--- src/rtl/raster_sync_pkg.sv ---
package raster_sync_pkg;
  localparam int DW   = 12;
  localparam int AW   = 4;
  localparam int NREG = 1 << AW;
  localparam int PW   = DW + 1;

  localparam int RA_STATUS = 0;
  localparam int RA_HTOT   = 1;
  localparam int RA_HS_ON  = 2;
  localparam int RA_HS_OFF = 3;
  localparam int RA_HB_ON  = 4;
  localparam int RA_HB_OFF = 5;
  localparam int RA_VTOT   = 6;
  localparam int RA_VS_ON  = 7;
  localparam int RA_VS_OFF = 8;
  localparam int RA_VB_ON  = 9;
  localparam int RA_VB_OFF = 10;
  localparam int RA_EQ_W   = 11;
  localparam int RA_SERR_W = 12;
  localparam int RA_CUR_H  = 13;
  localparam int RA_CUR_V  = 14;
  localparam int RA_VINT   = 15;

  localparam int ST_COMP  = 0;
  localparam int ST_ILACE = 1;
  localparam int ST_SERR  = 2;
  localparam int ST_EQ    = 3;
  localparam int ST_RUN   = 10;

  function automatic logic [DW-1:0] reset_value(int idx, logic run);
    logic [DW-1:0] v;
    case (idx)
      RA_STATUS: begin v = DW'(12'h00F); v[ST_RUN] = run; end
      RA_HTOT:   v = DW'(910);
      RA_HS_ON:  v = DW'(0);
      RA_HS_OFF: v = DW'(67);
      RA_HB_ON:  v = DW'(890);
      RA_HB_OFF: v = DW'(150);
      RA_VTOT:   v = DW'(525);
      RA_VS_ON:  v = DW'(3);
      RA_VS_OFF: v = DW'(6);
      RA_VB_ON:  v = DW'(0);
      RA_VB_OFF: v = DW'(20);
      RA_EQ_W:   v = DW'(33);
      RA_SERR_W: v = DW'(67);
      RA_CUR_H:  v = DW'(455);
      RA_CUR_V:  v = DW'(100);
      default:   v = DW'(262);
    endcase
    return v;
  endfunction

  // window [s,e), wrapping when s > e
  function automatic logic in_win(logic [PW-1:0] x, logic [PW-1:0] s, logic [PW-1:0] e);
    return (s <= e) ? (x >= s && x < e) : (x >= s || x < e);
  endfunction
endpackage

--- src/rtl/raster_sync_regs.sv ---
module raster_sync_regs
  import raster_sync_pkg::*;
#(
  parameter bit CLK_EN_DEFAULT = 1'b0
) (
  input  logic                     clk_i,
  input  logic                     rst_ni,
  input  logic                     clear_i,
  input  logic                     wr_en_i,
  input  logic [AW-1:0]            wr_addr_i,
  input  logic [DW-1:0]            wr_data_i,
  output logic [NREG-1:0][DW-1:0]  regs_o
);
  always_ff @(posedge clk_i or negedge rst_ni) begin
    if (!rst_ni) begin
      for (int i = 0; i < NREG; i++) regs_o[i] <= reset_value(i, CLK_EN_DEFAULT);
    end else if (clear_i) begin
      for (int i = 0; i < NREG; i++) regs_o[i] <= reset_value(i, CLK_EN_DEFAULT);
    end else if (wr_en_i) begin
      regs_o[wr_addr_i] <= wr_data_i;
    end
  end
endmodule

--- src/rtl/raster_sync_cnt.sv ---
module raster_sync_cnt
  import raster_sync_pkg::*;
(
  input  logic          clk_i,
  input  logic          rst_ni,
  input  logic          clear_i,
  input  logic          run_i,
  input  logic [DW-1:0] h_tot_i,
  input  logic [DW-1:0] v_tot_i,
  output logic [DW-1:0] h_o,
  output logic [DW-1:0] v_o
);
  logic h_last, v_last;

  // >= so a total written below the current count still wraps
  assign h_last = ({1'b0, h_o} + PW'(1)) >= {1'b0, h_tot_i};
  assign v_last = ({1'b0, v_o} + PW'(1)) >= {1'b0, v_tot_i};

  always_ff @(posedge clk_i or negedge rst_ni) begin
    if (!rst_ni) begin
      h_o <= '0;
      v_o <= '0;
    end else if (clear_i) begin
      h_o <= '0;
      v_o <= '0;
    end else if (run_i) begin
      if (h_last) begin
        h_o <= '0;
        v_o <= v_last ? '0 : v_o + DW'(1);
      end else begin
        h_o <= h_o + DW'(1);
      end
    end
  end
endmodule

--- src/rtl/raster_sync_decode.sv ---
module raster_sync_decode
  import raster_sync_pkg::*;
#(
  parameter int EQ_LINES = 3
) (
  input  logic                     clk_i,
  input  logic                     rst_ni,
  input  logic                     clear_i,
  input  logic [DW-1:0]            h_i,
  input  logic [DW-1:0]            v_i,
  input  logic [NREG-1:0][DW-1:0]  regs_i,
  output logic [5:0]               pins_o
);
  localparam logic [PW-1:0] EQ2 = PW'(2 * EQ_LINES);

  logic          comp, ilace, serr_en, eq_en;
  logic [DW-1:0] h_tot, half_len, hh;
  logic          half;
  logic [PW-1:0] hp, vt, fh, hx;
  logic [PW-1:0] vs_on2, vs_off2, vb_on2, vb_off2;
  logic          hs_act, hb_act, vs_act, vb_act, eq_pre, eq_post;
  logic          cs_act, hg_act, vg_act, cur_act, vi_act;
  logic [5:0]    pins_d;
  logic          unused_status;

  assign comp    = regs_i[RA_STATUS][ST_COMP];
  assign ilace   = regs_i[RA_STATUS][ST_ILACE];
  assign serr_en = regs_i[RA_STATUS][ST_SERR];
  assign eq_en   = regs_i[RA_STATUS][ST_EQ];
  assign unused_status = ^regs_i[RA_STATUS][DW-1:4];

  assign h_tot    = regs_i[RA_HTOT];
  assign half_len = {1'b0, h_tot[DW-1:1]};
  assign half     = h_i >= half_len;
  assign hh       = half ? h_i - half_len : h_i;
  assign hp       = {v_i, half};
  assign vt       = {1'b0, regs_i[RA_VTOT]};
  assign fh       = (ilace && hp >= vt) ? hp - vt : hp;
  assign hx       = {1'b0, h_i};

  assign vs_on2  = {regs_i[RA_VS_ON], 1'b0};
  assign vs_off2 = {regs_i[RA_VS_OFF], 1'b0};
  assign vb_on2  = {regs_i[RA_VB_ON], 1'b0};
  assign vb_off2 = {regs_i[RA_VB_OFF], 1'b0};

  assign hs_act = in_win(hx, {1'b0, regs_i[RA_HS_ON]}, {1'b0, regs_i[RA_HS_OFF]});
  assign hb_act = in_win(hx, {1'b0, regs_i[RA_HB_ON]}, {1'b0, regs_i[RA_HB_OFF]});
  assign hg_act = in_win(hx, {1'b0, regs_i[RA_HS_OFF]}, {1'b0, regs_i[RA_HB_OFF]});
  assign vs_act = in_win(fh, vs_on2, vs_off2);
  assign vb_act = in_win(fh, vb_on2, vb_off2);
  assign vg_act = in_win(fh, vs_off2, vb_off2);

  assign eq_pre  = (fh + EQ2 >= vs_on2) && (fh < vs_on2);
  assign eq_post = (fh >= vs_off2) && (fh < vs_off2 + EQ2);

  always_comb begin
    if (vs_act)
      cs_act = serr_en ? (({1'b0, hh} + {1'b0, regs_i[RA_SERR_W]}) < {1'b0, half_len}) : 1'b1;
    else if (eq_en && (eq_pre || eq_post))
      cs_act = hh < regs_i[RA_EQ_W];
    else
      cs_act = hs_act;
  end

  assign cur_act = (h_i == regs_i[RA_CUR_H]) && (v_i == regs_i[RA_CUR_V]);
  assign vi_act  = v_i == regs_i[RA_VINT];

  assign pins_d = comp ? ~{cs_act, hb_act | vb_act, hg_act, vg_act, cur_act, vi_act}
                       : ~{hs_act, vs_act, hb_act, vb_act, 1'b0, 1'b0};

  always_ff @(posedge clk_i or negedge rst_ni) begin
    if (!rst_ni)      pins_o <= '1;
    else if (clear_i) pins_o <= '1;
    else              pins_o <= pins_d;
  end
endmodule

--- src/rtl/raster_sync_gen.sv ---
module raster_sync_gen
  import raster_sync_pkg::*;
#(
  parameter bit CLK_EN_DEFAULT = 1'b0,
  parameter int EQ_LINES       = 3
) (
  input  logic          clk_i,
  input  logic          rst_ni,
  input  logic          clear_i,
  input  logic          wr_en_i,
  input  logic [AW-1:0] wr_addr_i,
  input  logic [DW-1:0] wr_data_i,
  output logic          hsync_csync_o,
  output logic          vsync_cblank_o,
  output logic          hblank_hgate_o,
  output logic          vblank_vgate_o,
  output logic          cursor_o,
  output logic          vint_o
);
  logic [NREG-1:0][DW-1:0] regs;
  logic [DW-1:0]           h_cnt, v_cnt;
  logic                    run;
  logic [5:0]              pins;

  assign run = regs[RA_STATUS][ST_RUN];

  raster_sync_regs #(.CLK_EN_DEFAULT(CLK_EN_DEFAULT)) u_regs (
    .clk_i, .rst_ni, .clear_i, .wr_en_i, .wr_addr_i, .wr_data_i,
    .regs_o(regs)
  );

  raster_sync_cnt u_cnt (
    .clk_i, .rst_ni, .clear_i,
    .run_i(run), .h_tot_i(regs[RA_HTOT]), .v_tot_i(regs[RA_VTOT]),
    .h_o(h_cnt), .v_o(v_cnt)
  );

  raster_sync_decode #(.EQ_LINES(EQ_LINES)) u_dec (
    .clk_i, .rst_ni, .clear_i,
    .h_i(h_cnt), .v_i(v_cnt), .regs_i(regs),
    .pins_o(pins)
  );

  assign {hsync_csync_o, vsync_cblank_o, hblank_hgate_o, vblank_vgate_o, cursor_o, vint_o} = pins;
endmodule

--- config.mk ---
export PLATFORM = sky130hd
export DESIGN_NAME = raster_sync_gen
export DESIGN_NICKNAME = d
export VERILOG_FILES = /design/src/rtl/raster_sync_pkg.sv /design/src/rtl/raster_sync_regs.sv /design/src/rtl/raster_sync_cnt.sv /design/src/rtl/raster_sync_decode.sv /design/src/rtl/raster_sync_gen.sv
export SDC_FILE = /design/constraint.sdc
export NUM_CORES = 1
export LEC_CHECK = 0
export BUFFER_PORTS_ARGS = -buffer_cell sky130_fd_sc_hd__buf_2
export CORE_MARGIN = 3
export CORE_UTILIZATION = 49
export DETAILED_ROUTE_END_ITERATION = 10
export PLACE_DENSITY = 0.74
export SLEW_MARGIN = 30
export SYNTH_ARGS = -nofsm -noshare
export SYNTH_HDL_FRONTEND = slang
export SYNTH_SLANG_ARGS = --single-unit
export TNS_END_PERCENT = 50
--- constraint.sdc ---
create_clock -name clk_i -period 8.4 [get_ports clk_i]
set_clock_uncertainty 0.2 [all_clocks]
set_input_delay 0.84 -clock clk_i [delete_from_list [all_inputs] [get_ports clk_i]]
set_output_delay 0.84 -clock clk_i [all_outputs]
set_load 0.01 [all_outputs]
# After elaboration in Yosys (flattened, before gate mapping)
# Cells that the tools add are included.
[classes]
add_sub_neg = 9
order_cmp = 27
n_eq_ne = 3
muxes = 25
bitwise = 3
reduce_logical = 23
[op_table]
columns = ["op", "count"]
rows = [
  ["192-bit two-way mux", 2],
  ["192-bit bitwise mux", 1],
  ["12-bit two-way mux", 9],
  ["13-bit >= comparator", 4],
  ["13-bit less-than comparator", 4],
  ["12-bit demux with 4-bit select", 1],
  ["13-bit by 12-bit >= comparator with 1-bit output", 3],
  ["13-bit less-or-equal comparator", 3],
  ["12-bit == test", 3],
  ["12-bit >= comparator", 3],
  ["12-bit less-or-equal comparator", 3],
  ["12-bit less-than comparator", 3],
  ["12-bit by 1-bit adder with 13-bit output, second input constant", 2],
  ["13-bit by 3-bit adder with 13-bit output, second input constant", 2],
  ["12-bit by 1-bit adder with 12-bit output, second input constant", 2],
  ["12-bit by 12-bit adder with 13-bit output", 1],
  ["13-bit by 11-bit less-than comparator with 1-bit output", 1],
  ["13-bit two-way mux", 1],
  ["13-bit by 12-bit subtractor with 13-bit output", 1],
  ["12-bit by 11-bit >= comparator with 1-bit output", 1],
  ["1-bit logical AND", 12],
  ["6-bit two-way mux", 2],
  ["6-bit NOT", 2],
  ["12-bit by 11-bit subtractor with 12-bit output", 1],
  ["other kinds (7)", 23],
]
[totals]
register_bits = 222
in_bits = 20
wordCells = 109

# Logic depth before layout (Yosys ltp)
[depth]
word_depth = 14
mapped_depth = 31

# Cells and area by module
# A second synthesis with hierarchy kept.
[hier_totals]
cells_unflattened = 1964
area_unflattened_um2 = 18532.8
[modules_own_cells]
columns = ["mod", "n_inst", "cells_each", "area_each_um2", "seq_area_each_um2"]
rows = [
  ["raster_sync_regs", 1, 676, 8416.8, 4868.4],
  ["raster_sync_decode", 1, 1038, 7967.6, 157.7],
  ["raster_sync_cnt", 1, 250, 2148.3, 600.6],
]

# Worst setup path before layout
# OpenSTA, ideal clock, no wires.
[synth_timing]
path_type = "reg-to-reg"
startpoint = "reg u_cnt.h_o[0]"
endpoint = "reg u_dec.pins_o[4]"
setup_ns = 0.085
arrival_time_ns = 6.312
setup_slack_ns = 1.803
path_stages_with_launch = 28
path_buffers = 1
synth_period_minus_slack_ns = 6.597
path_cell_list = "dfrtp_1 > inv_1 > ha_1 > inv_1 > fa_1 > nand3_1 > a311oi_1 > o2111ai_1 > nand2_1 > inv_1 > clkbuf_1 > ha_1 > inv_1 > fa_1 > a21oi_1 > o21ai_0 > a2111oi_0 > nor3_1 > a2111oi_1 > xor2_1 > ha_1 > a21oi_1 > o211ai_1 > or4b_2 > a41oi_1 > nor3_1 > maj3_1 > o221ai_1"
[synth_via]
elab_chain_len = 11
elab_cells_between_ends = 25
[synth_rtl]
columns = ["element", "line", "text"]
rows = [
  ["start: declaration", "raster_sync_cnt.sv:10", "output logic [DW-1:0] h_o,"],
  ["start signal: assignment", "raster_sync_cnt.sv:31", "h_o <= h_o + DW'(1);"],
  ["12-bit by 11-bit >= comparator with 1-bit output", "raster_sync_decode.sv:34", "assign half = h_i >= half_len;"],
  ["13-bit by 12-bit >= comparator with 1-bit output", "raster_sync_decode.sv:38", "assign fh = (ilace && hp >= vt) ? hp - vt : hp;"],
  ["1-bit logical AND", "raster_sync_decode.sv:38", ""],
  ["13-bit two-way mux", "raster_sync_decode.sv:38", ""],
  ["13-bit >= comparator / 13-bit less-than comparator (equally long branches)", "raster_sync_pkg.sv:55", "return (s <= e) ? (x >= s && x < e) : (x >= s || x < e);"],
  ["1-bit logical OR / 1-bit logical AND (equally long branches)", "raster_sync_pkg.sv:55", ""],
  ["1-bit two-way mux", "raster_sync_pkg.sv:55", ""],
  ["1-bit OR", "raster_sync_decode.sv:68", "assign pins_d = comp ? ~{cs_act, hb_act | vb_act, hg_act, vg_act, cur_act, vi_act}"],
  ["6-bit NOT", "raster_sync_decode.sv:68", ""],
  ["6-bit two-way mux (*)", "raster_sync_decode.sv:68", ""],
  ["6-bit two-way mux (*)", "raster_sync_decode.sv:73", "else if (clear_i) pins_o <= '1;"],
  ["end signal: assignment", "raster_sync_decode.sv:74", "else pins_o <= pins_d;"],
  ["end: declaration", "raster_sync_decode.sv:12", "output logic [5:0] pins_o"],
]
# Mark *: on every way between the ends. The rest lies on a longest branch, timed or not.
# A chain may end at the register's enable or synchronous reset.

# Worst setup path after layout
[layout_timing]
startpoint = "reg u_cnt.h_o[0]"
endpoint = "reg u_dec.pins_o[5]"
[layout_via]
elab_chain_len = 14
elab_cells_between_ends = 36
[layout_rtl]
columns = ["element", "line", "text"]
rows = [
  ["12-bit by 11-bit >= comparator with 1-bit output", "raster_sync_decode.sv:34", ""],
  ["13-bit by 12-bit >= comparator with 1-bit output", "raster_sync_decode.sv:38", ""],
  ["1-bit logical AND", "raster_sync_decode.sv:38", ""],
  ["13-bit two-way mux", "raster_sync_decode.sv:38", ""],
  ["13-bit by 3-bit adder with 13-bit output", "raster_sync_decode.sv:53", "assign eq_pre = (fh + EQ2 >= vs_on2) && (fh < vs_on2);"],
  ["13-bit >= comparator", "raster_sync_decode.sv:53", ""],
  ["1-bit logical AND", "raster_sync_decode.sv:53", ""],
  ["1-bit logical OR", "raster_sync_decode.sv:59", "else if (eq_en && (eq_pre || eq_post))"],
  ["1-bit logical AND", "raster_sync_decode.sv:59", ""],
  ["1-bit two-way mux", "raster_sync_decode.sv:59", ""],
  ["1-bit two-way mux", "raster_sync_decode.sv:57", "if (vs_act)"],
  ["6-bit NOT", "raster_sync_decode.sv:68", ""],
  ["6-bit two-way mux (*)", "raster_sync_decode.sv:68", ""],
  ["6-bit two-way mux (*)", "raster_sync_decode.sv:73", ""],
]
# Marks and branches as above.

==> flow_metrics.env <==
export IMPL_synth_flop_cell="dfrtp_1"
export IMPL_post_synth_top_count_cell="nand2_1"
export IMPL_timing_max_slew_rel_slack_pct=39.5
export IMPL_timing_rr_start="u_cnt.h_o[0]"
export IMPL_grt_usage_pct=25.9
export IMPL_post_route_min_period_ns=7.58
export IMPL_grt_first_pass_wirelength_um=79300
export IMPL_maxCapViolCount=0
export IMPL_synth_area_leader_cell="dfrtp_1"
export IMPL_timing_critical_path_to="u_dec.pins_o[5]"
export IMPL_rsz_0062_raised_after_global_routing="false"
export IMPL_internal_power_uw=1880
export IMPL_power_net_switching_uw=727
export IMPL_synth_largest_type_area_fraction_pct=23.0
export IMPL_total_power_uw=2600
export IMPL_worst_setup_path_end_kind="register"
export IMPL_cts_root_buffer="clkbuf_16"
export IMPL_synth_enable_flop_cells=0
export IMPL_die_height_um=193
export IMPL_h_tree_depth=1
export IMPL_synth_cells=2037
export IMPL_setup_worst_path_class="reg2reg"
export IMPL_gp_congestion=0.968
export IMPL_topRoutingLayerUsed="met4"
export IMPL_timing_hold_ws_ns=0.0687
export IMPL_cts_hold_fix_buffers=0
export IMPL_remaining_drc_errors=0
export IMPL_cts_inserted_buffers=25
export IMPL_cts_max_path_buffers=3
export IMPL_postSynthNetCount=2335
export IMPL_top_level_ports=26
export IMPL_highest_attainable_clock_frequency_ghz=0.132
export IMPL_arrival_ns=7.87
export IMPL_cts_resized=0
export IMPL_place_port_buffers=25
export IMPL_power_share_clock_pct=44.5
export IMPL_share_of_the_clock_period_used_by_the_worst_path_after_layout_pct=90.2
export IMPL_ant_nets=0
export IMPL_report_final_hold_viol_count=0
export IMPL_cts_tree="built"
export IMPL_overflow=0
export IMPL_initial_core_util_pct=50.5
export IMPL_crit_start="u_cnt.h_o[0]"
export IMPL_dp_final_hpwl_um=35100
export IMPL_synthDistinctLibCells=76
export IMPL_layout_drive_gt1_share_pct=8.13
export IMPL_clkLatencyLatePin_ns=0.56
export IMPL_post_drt_wl_per_cell_um=20.0
export IMPL_comb_power_share_pct=13.6
export IMPL_detailedRoute_firstIterationViolations=1238
export IMPL_wl_met2_um=23100
export IMPL_slew_violations=0
export IMPL_synth_seq_area_share_pct=31.7
export IMPL_synth_warning_count=0
export IMPL_grt_start_max_net_pins=82
export IMPL_cp_data_required_time_ns=8.69
export IMPL_flop_and_latch_count_out_of_synthesis=215
export IMPL_post_synth_main_area_contributors="dfrtp_1, ha_1, dfstp_2"
export IMPL_worstSetupStartpointType="register"
export IMPL_cts_clk_slew_worst_paths_ns=0.06
export IMPL_grt_pass1_vias=14800
export IMPL_drt_pre_antenna_iters=5
export IMPL_die_footprint_mm2=0.0374
export IMPL_synthesis_area_mm2=0.0172
export IMPL_routed_wl_um=49600
export IMPL_synthToLayoutAreaGrowth_pct=7.80
export IMPL_min_delay_path_class="in2async"
export IMPL_power_density_over_the_cells_mw_per_mm2=140
export IMPL_detail_route_wirelength_met1_um=21000
export IMPL_final_sum_of_negative_setup_slack_ns=0
export IMPL_post_cts_buffers=0
export IMPL_final_core_util_pct=54.5
export IMPL_worstMarginPinSlew_ns=0.907
export IMPL_met3RoutedLength_um=3110
export IMPL_reg2reg_slack_ns=0.82
export IMPL_mean_cell_area_of_the_mapped_netlist_um2=8.45
export IMPL_vdd_ir_drop_max_v=0.000151
export IMPL_power_frac_seq_pct=41.9
export IMPL_power_static_leakage_uw=0.00891
export IMPL_antenna_found_initial=2
export IMPL_vias=14900
export IMPL_worst_r2r_path_depth=26
export IMPL_reg2reg_to="u_dec.pins_o[5]"
export IMPL_async_flop_share_pct=100
export IMPL_filler_cell_count=3143
export IMPL_post_drt_via_cell_ratio=5.99
export IMPL_worstPathMaxFanout=13
export IMPL_design_core_area_mm2=0.0340
export IMPL_synth_commonest_cells="nand2_1, ha_1, a21oi_1"
export IMPL_floorplan_rows=67
export IMPL_result_of_the_run="finished, final reports clean"
export IMPL_finalSetupViolations=0
export IMPL_fin_nets=2309
export IMPL_netSwitchingFraction_pct=27.9
export IMPL_die_width_um=193
export IMPL_cts_sink_count=215
[sequential cells by signal (all words and copies together), names as in the netlist]
name and count:
u_regs.regs_o 185, u_cnt.h_o 12, u_cnt.v_o 12, u_dec.pins_o 6
[critical path: stages (launching register included)]
cell,delay (ns)
dfrtp_1,0.49
inv_1,0.22
ha_1,0.20
inv_1,0.06
fa_1,0.40
nand3_1,0.15
a311oi_1,0.11
o2111ai_1,0.24
nand2_1,0.10
inv_1,0.39
ha_1,0.24
inv_1,0.05
fa_1,0.41
a21oi_1,0.23
o21ai_0,0.15
a2111oi_0,0.45
nor3_1,0.18
a2111oi_1,0.48
xor2_1,0.55
ha_1,0.36
nand4_1,0.15
nor2_1,0.06
a2111oi_0,0.65
o41ai_2,0.22
a32oi_1,0.30
mux2_4,0.34
o211ai_2,0.13
[cells in the final DEF (no fill, tap or decap), drive strengths merged, types with 37 or more instances in the layout]
master  instances
buf            37
o21ai          67
nor2           86
clkbuf         41
nand3          58
inv           161
dfrtp         158
xor2           41
a21oi         196
a21o           54
nand2         366
xnor2          60
o211ai         40
dfstp          57
ha            275
nand4          44
[layer usage]
layer,up-vias,GRT usage (%)
met5,-,0
met4,0,11.5
met3,148,3.95
met2,505,42.8
met1,7132,33.6
li1,7065,-
[area by class of cell]
class | instances | area [µm²] | area share, %
Antenna cell | 1 | 2.50 | 0.0135
Clock buffer | 41 | 806 | 4.34
Clock inverter | 5 | 65.1 | 0.351
Inverter | 160 | 601 | 3.24
Multi-Input combinational cell | 1572 | 10800 | 58.4
Sequential cell | 215 | 5450 | 29.4
Tap cell | 448 | 561 | 3.02
Timing Repair Buffer | 37 | 231 | 1.25
[worst min-delay path by stage]
stage,depth (start not counted),to,slack [ns]
6_report,1,u_regs.regs_o[133],0.07
3_5_place_dp,2,u_regs.regs_o[2],0.28
3_3_place_gp,2,u_regs.regs_o[2],0.27
2_1_floorplan,2,u_regs.regs_o[2],0.26
5_1_grt,1,u_regs.regs_o[133],0.10
4_1_cts,1,u_regs.regs_o[133],0.08
[kinds of logic after synthesis]
logic type | Yosys count | share of synthesized area (%)
fa+ha+maj | 283 | 20.6
buf+inv | 250 | 5.51
flops | 215 | 31.7
xor+xnor | 101 | 5.14
mux | 31 | 1.84
simple gates | 694 | 18.3
compound gates | 463 | 16.9
[power groups by stage]
stage                     combinational [µW]  clock [µW]  sequential, µW
after global routing                     394        1220            1090
after global placement                   336           0            1110
after floorplan                          236           0            1090
after CTS                                352        1180            1090
after detailed placement                 349           0            1110
final                                    354        1160            1090
[through the flow]
stage | cell area [µm²] | worst slack [ns] | instances
finish | 18500 | 0.821 | 2479
global route | 18500 | 0.161 | 2479
CTS | 18500 | 0.824 | 2478
detailed placement | 17700 | 0.869 | 2432
global placement | 17600 | 1.11 | 2432
floorplan | 17200 | 1.80 | 2037
(Power assumes the default switching activity.)
